`src/rtl/hif_pkg.sv`:
```
package hif_pkg;
    typedef enum logic [1:0] {
        ST_ARM   = 2'd0,
        ST_IDLE  = 2'd1,
        ST_READ  = 2'd2,
        ST_WRITE = 2'd3
    } hif_state_t;

    localparam int BYTE_W   = 8;
    localparam int SB_BUSY  = 7;
    localparam int SB_DIR   = 6;
    localparam int SB_OFF   = 5;
    localparam int SB_RST   = 4;
endpackage

```
`src/rtl/hif_sync.sv`:
```
module hif_sync #(
    parameter int          W         = 1,
    parameter logic [W-1:0] RESET_VAL = '0
) (
    input  logic         clk,
    input  logic         sys_rst_n,
    input  logic [W-1:0] d_in,
    output logic [W-1:0] d_out
);
    // two-stage capture, one chain per bit
    for (genvar i = 0; i < W; i++) begin : g_bit
        logic st1, st2;
        always_ff @(posedge clk or negedge sys_rst_n) begin
            if (!sys_rst_n) begin
                st1 <= RESET_VAL[i];
                st2 <= RESET_VAL[i];
            end else begin
                st1 <= d_in[i];
                st2 <= st1;
            end
        end
        assign d_out[i] = st2;
    end
endmodule

```
`src/rtl/hif_reset_ctl.sv`:
```
module hif_reset_ctl #(
    parameter int RST_CYCLES = 50
) (
    input  logic clk,
    input  logic sys_rst_n,
    input  logic rst_pin,
    output logic mode68,
    output logic mode_chg,
    output logic rst_busy
);
    localparam int CW = $clog2(RST_CYCLES + 1);
    localparam logic [CW-1:0] CNT_LOAD = CW'(RST_CYCLES);

    logic          pin_s;
    logic          pin_prev;
    logic          pin_fall;
    logic [CW-1:0] cnt;

    hif_sync #(.W(1), .RESET_VAL(1'b1)) u_pin_sync (
        .clk(clk), .sys_rst_n(sys_rst_n), .d_in(rst_pin), .d_out(pin_s)
    );

    always_ff @(posedge clk or negedge sys_rst_n) begin
        if (!sys_rst_n) pin_prev <= 1'b1;
        else            pin_prev <= pin_s;
    end

    assign pin_fall = pin_prev & ~pin_s;
    assign mode_chg = pin_prev ^ pin_s;
    assign mode68   = pin_s;

    always_ff @(posedge clk or negedge sys_rst_n) begin
        if (!sys_rst_n)      cnt <= CNT_LOAD;
        else if (pin_fall)   cnt <= CNT_LOAD;
        else if (cnt != '0)  cnt <= cnt - 1'b1;
    end

    assign rst_busy = (cnt != '0);
endmodule

```
`src/rtl/hif_fsm.sv`:
```
module hif_fsm
    import hif_pkg::*;
(
    input  logic              clk,
    input  logic              sys_rst_n,
    input  logic              mode68,
    input  logic              mode_chg,
    input  logic              rst_busy,
    input  logic              stb_a,
    input  logic              stb_b,
    input  logic              a0_s,
    input  logic [BYTE_W-1:0] data_s,
    output logic              lat_a0,
    output logic              db_oe,
    output logic              evt_valid,
    output logic              evt_read,
    output logic              evt_data,
    output logic [BYTE_W-1:0] evt_byte
);
    hif_state_t        state, nxt;
    logic              act, is_rd, fin;
    logic [BYTE_W-1:0] lat_byte;

    // decode the access from the synchronised strobes
    always_comb begin
        if (mode68) begin
            act   = stb_a;
            is_rd = stb_b;
        end else begin
            act   = ~stb_a | ~stb_b;
            is_rd = ~stb_a;
        end
    end

    always_comb begin
        nxt = state;
        fin = 1'b0;
        if (mode_chg) begin
            nxt = ST_ARM;                       // mode_abort
        end else begin
            unique case (state)
                ST_ARM:   if (!act) nxt = ST_IDLE;  // arm_done
                ST_IDLE:  if (act) nxt = is_rd ? ST_READ : ST_WRITE;
                ST_READ,
                ST_WRITE: if (!act) begin
                    nxt = ST_IDLE;                  // finish
                    fin = 1'b1;
                end
                default:  nxt = ST_ARM;
            endcase
        end
    end

    // state register
    always_ff @(posedge clk or negedge sys_rst_n) begin
        if (!sys_rst_n) state <= ST_ARM;
        else            state <= nxt;
    end

    // outputs and captured fields
    always_ff @(posedge clk or negedge sys_rst_n) begin
        if (!sys_rst_n) begin
            lat_a0    <= 1'b0;
            lat_byte  <= '0;
            evt_valid <= 1'b0;
            evt_read  <= 1'b0;
            evt_data  <= 1'b0;
            evt_byte  <= '0;
        end else begin
            if (state == ST_IDLE && act) lat_a0 <= a0_s;
            if ((state == ST_IDLE || state == ST_WRITE) && act) lat_byte <= data_s;
            evt_valid <= fin & ~rst_busy;
            if (fin) begin
                evt_read <= (state == ST_READ);
                evt_data <= lat_a0;
                evt_byte <= (state == ST_WRITE) ? lat_byte : '0;
            end
        end
    end

    assign db_oe = (state == ST_READ);
endmodule

```
`src/rtl/hostbus_port.sv`:
```
module hostbus_port
    import hif_pkg::*;
#(
    parameter int RST_CYCLES = 50
) (
    input  logic              clk,
    input  logic              sys_rst_n,
    input  logic              rst_pin,
    input  logic              a0,
    input  logic              strb_a,
    input  logic              strb_b,
    input  logic [BYTE_W-1:0] db_in,
    output logic [BYTE_W-1:0] db_out,
    output logic              db_oe,
    input  logic [BYTE_W-1:0] rd_data,
    input  logic              stat_busy,
    input  logic              stat_dir,
    input  logic              stat_off,
    output logic              evt_valid,
    output logic              evt_read,
    output logic              evt_data,
    output logic [BYTE_W-1:0] evt_byte
);
    localparam int SW = BYTE_W + 3;

    logic [SW-1:0]     bus_s;
    logic              mode68, mode_chg, rst_busy, lat_a0;
    logic [BYTE_W-1:0] status_byte;

    hif_sync #(.W(SW), .RESET_VAL('0)) u_bus_sync (
        .clk(clk), .sys_rst_n(sys_rst_n),
        .d_in({a0, db_in, strb_b, strb_a}), .d_out(bus_s)
    );

    hif_reset_ctl #(.RST_CYCLES(RST_CYCLES)) u_rst (
        .clk(clk), .sys_rst_n(sys_rst_n), .rst_pin(rst_pin),
        .mode68(mode68), .mode_chg(mode_chg), .rst_busy(rst_busy)
    );

    hif_fsm u_fsm (
        .clk(clk), .sys_rst_n(sys_rst_n),
        .mode68(mode68), .mode_chg(mode_chg), .rst_busy(rst_busy),
        .stb_a(bus_s[0]), .stb_b(bus_s[1]),
        .a0_s(bus_s[SW-1]), .data_s(bus_s[BYTE_W+1:2]),
        .lat_a0(lat_a0), .db_oe(db_oe),
        .evt_valid(evt_valid), .evt_read(evt_read),
        .evt_data(evt_data), .evt_byte(evt_byte)
    );

    always_comb begin
        status_byte          = '0;
        status_byte[SB_BUSY] = stat_busy | rst_busy;
        status_byte[SB_DIR]  = stat_dir;
        status_byte[SB_OFF]  = stat_off;
        status_byte[SB_RST]  = rst_busy;
    end

    assign db_out = lat_a0 ? rd_data : status_byte;
endmodule

```
`config.mk`:
```
export PLATFORM = sky130hd
export DESIGN_NAME = hostbus_port
export DESIGN_NICKNAME = d
export VERILOG_FILES = /design/src/rtl/hif_pkg.sv /design/src/rtl/hif_sync.sv /design/src/rtl/hif_reset_ctl.sv /design/src/rtl/hif_fsm.sv /design/src/rtl/hostbus_port.sv
export SDC_FILE = /design/constraint.sdc
export NUM_CORES = 1
export LEC_CHECK = 0
export ABC_AREA = 1
export CAP_MARGIN = 15
export CORE_MARGIN = 10
export CORE_UTILIZATION = 35
export DETAILED_ROUTE_END_ITERATION = 8
export PLACE_DENSITY = 0.7
export SYNTH_ARGS = -nofsm -noshare
export SYNTH_HDL_FRONTEND = slang
export SYNTH_SLANG_ARGS = --single-unit
```
`constraint.sdc`:
```
create_clock -name clk -period 1.66 [get_ports clk]
set_input_delay 0.332 -clock clk [delete_from_list [all_inputs] [get_ports clk]]
set_output_delay 0.332 -clock clk [all_outputs]
set_load 0.03 [all_outputs]
```
==> impl_results.md <==
* Initial Utilization at 0.3682
* Max-slew violation count at 0
* Cell Chain, Critical Path: inv_2 > ha_4 > inv_2 > nor2_2 > nand4_1 > nand2_1 > nand2_1 > buf_6
* Per-instance average area after synthesis at 9.356 sq um
* Worst R2R Path Depth at 7
* Simple-Gate Fraction of Synth Area at 0.2572
* Vias/cell at 4.218
* Compound-Gate Fraction of Synth Area at 0.01084
* Violated checks: setup timing
* Mapped Area at 2077 sq um
* Drt pass-1 iters at 4
* Global routing's busiest layer: met2
* Top Ports at 45
* Global route overflow at 0
* CP Capture Type: output pin
* Share of the synthesized area in the top cell type at 0.5663
* Grt met1 use at 0.1033
* Area Growth Syn to Fin at 33.49%
* Worst hold stages at 0
* RSZ-0062 raised after global routing: true
* Routed len/inst at 10.91 microns
* Total wire length at 3806 microns
* Die ar. at 9416 sq um
* Clock Latency Late Sink at 300 ps
* Largest family of logic cells by synthesized area: simple AND/OR/NAND/NOR gates
* Layout fillers at 529
* Syn Inst Count at 222
* Starting DRC count in detailed routing at 25
* Power per Cell Area at 1200 nW/um^2
* Placement Cell Area at 2608 sq um
* Core ar. at 5642 sq um
* Crit-path slowest cell: dfstp_2
* Num rows at 27
* Hold Path Class: register to register
* Global-route met3 utilization at 0.02910
* Final core occ at 0.4915
* CTS sink count at 53
* Final setup violation count at 2
* Adder-cell share of the synthesized area at 0.01807
* Final min period at 1815 ps
* Clock Tree Root: clkbuf_8
* GR Util met2 at 0.1339
* Final hold viol count at 0
* FF-to-FF Start: u_rst.u_pin_sync.d_out$_DFF_PN1_
* PortBufs at 44
* Static leakage at 1.482 nW
* CP required at 1330 ps
* First-pass GRT wire length at 6803 microns
* Die width at 97.04 microns
* Tcrit/Tclk final at 1.094
* GP Congestion at 0.8081
* Diode count at 0
* Commonest non-fill, non-tap cell in the layout: nand2_1
* Vias at 1472
* Status: finished, violations left
* HPWL Detailed at 2838 microns
* H-tree levels at 2
* Max incr delay on CP at 560 ps
* Synth area leaders: dfrtp_1 57%, nand2_1 14%, dfstp_2 7.6%
* CP Data Arrival Time at 1480 ps
* Top library cells by usage in the layout, fill and taps aside: 77 x nand2_1, 46 x dfrtp_1, 25 x inv_1
* Initial antenna violation count at 0
* Final nets at 304
* Worst slew pin tran at 335.6 ps
* Netlist cell types at 20
* Type of the worst setup path: register to output pin
* YS warnings at 0
* Worst slew margin at 0.7759
* Seq cells post-synth at 53
* Clock skew at 8.749 ps
* Largest net degree at the start of global routing at 23
* Seq/Total Area, Yosys at 0.6422
* Critical path fanouts, max at 3
* Drt drc at 0
* Setup crit start kind: register
* MaxCap Viol Count at 0
* PnR worst setup slack at -155.2 ps
* Hold_sp: u_bus_sync.g_bit[4].st1$_DFF_PN0_
* Fin area at 2773 sq um
* Clock slew at reported path FFs at 90 ps
* Vias in the first global route at 1505
* Gr usage total at 0.08487
* TritonCTS clock tree: done
* Crit path launch: u_rst.cnt[1]$_DFFE_PN1P_
* XOR/XNOR Fraction of Synth Area at 0.004217
* VDD IR max at 0.5638 mV
* Fmax at 550.9 MHz
* Multiplexer share of the synthesized area at 0
* Post-synth top area cell: dfrtp_1
* Maximum buffer depth of the clock tree at 2
* Die H at 97.04 microns
* Syn Nets at 250
* Post-route ant nets at 0
* CTS buffer count at 5
* Share of layout cells above drive strength 1 at 0.1625
-- critical path, delay by kind of cell (launching register included) --
family / cells / cell delay [ps]
buf+inv: 3 / 240
flops: 1 / 560
simple gates: 4 / 230
fa+ha+maj: 1 / 160
-- per-stage QoR --
step / TNS, ps / cells / total power, mW / hold WS [ps] / setup WS, ps
after CTS: -301.1 / 349 / 3.357 / 354.1 / -159.6
after detailed placement: 0 / 338 / 2.432 / 251.0 / 19.29
after floorplan: 0 / 222 / 2.136 / 36.41 / 138.7
after global routing: -452.6 / 349 / 3.539 / 358.0 / -236.9
after global placement: 0 / 338 / 2.419 / 246.9 / 91.83
final: -296.8 / 349 / 3.327 / 352.6 / -155.2
-- what timing repair did --
action / CTS / global route
pin swaps: 1 / 1
hold buffers: 1 / 0
setup endpoints to repair: 12 / 19
setup buffers: 2 / 0
gates resized for setup: 19 / 6
hold endpoints to repair: 12 / 0
-- power by group --
| group | switching (mW) | internal, mW |
|---|---|---|
| combinational | 0.505 | 0.361 |
| clock | 0.394 | 0.452 |
| sequential | 0.129 | 1.49 |
| total | 1.03 | 2.30 |
-- final cells by class --
class	count	area, sq um	share of cell area
timing repair buffer	51	490.5	0.1769
clock buffer	6	72.57	0.02617
inverter	29	108.9	0.03926
tap	72	90.09	0.03249
multi-input combinational	136	636.9	0.2297
clock inverter	2	38.79	0.01399
sequential	53	1335	0.4815
-- routing by layer --
layer	wire length, microns	part of all wire
met5	0	0
met4	64	0.017
met3	300	0.079
met2	1587	0.42
met1	1853	0.49
-- synth_stat cells (all sizes together) --
| cell type | number |
|---|---|
| ha | 3 |
| nand3 | 21 |
| nand4 | 4 |
| xor2 | 1 |
| o21ai | 2 |
| o21bai | 1 |
| inv | 28 |
| a21oi | 1 |
| clkbuf | 1 |
| clkinv | 1 |
| dfstp | 6 |
| nand2 | 82 |
| buf | 3 |
| nor2 | 21 |
| dfrtp | 47 |
-- cells by family after synthesis --
kind of cell,count (synthesis)
adder cells (fa/ha/maj),3
AO/OA/AOI/OAI,4
AND/OR/NAND/NOR,128
buffers and inverters,33
flip-flops,53
XOR/XNOR,1
-- final timing paths --
check | endpoint | slack, ps
worst max-delay path | db_out[7] | -160
worst min-delay path | u_bus_sync.g_bit[4].st2$_DFF_PN0_ | 350
worst max register to register | u_fsm.evt_byte[2]$_DFFE_PN0P_ | 160
worst min register to register | u_bus_sync.g_bit[4].st2$_DFF_PN0_ | 350
max in group asynchronous | u_bus_sync.g_bit[9].st2$_DFF_PN0_ | 660
min in group asynchronous | u_bus_sync.g_bit[0].st2$_DFF_PN0_ | 470
-- sequential cells by signal (all words and copies together) (netlist names), 2 cells and up --
| register | cells |
|---|---|
| u_fsm.state | 2 |
| u_bus_sync.g_bit.st2 | 11 |
| u_fsm.evt_byte | 8 |
| u_bus_sync.g_bit.st1 | 11 |
| u_rst.cnt | 6 |
| u_fsm.lat_byte | 8 |
No activity file was read; power rests on OpenSTA's default activity.
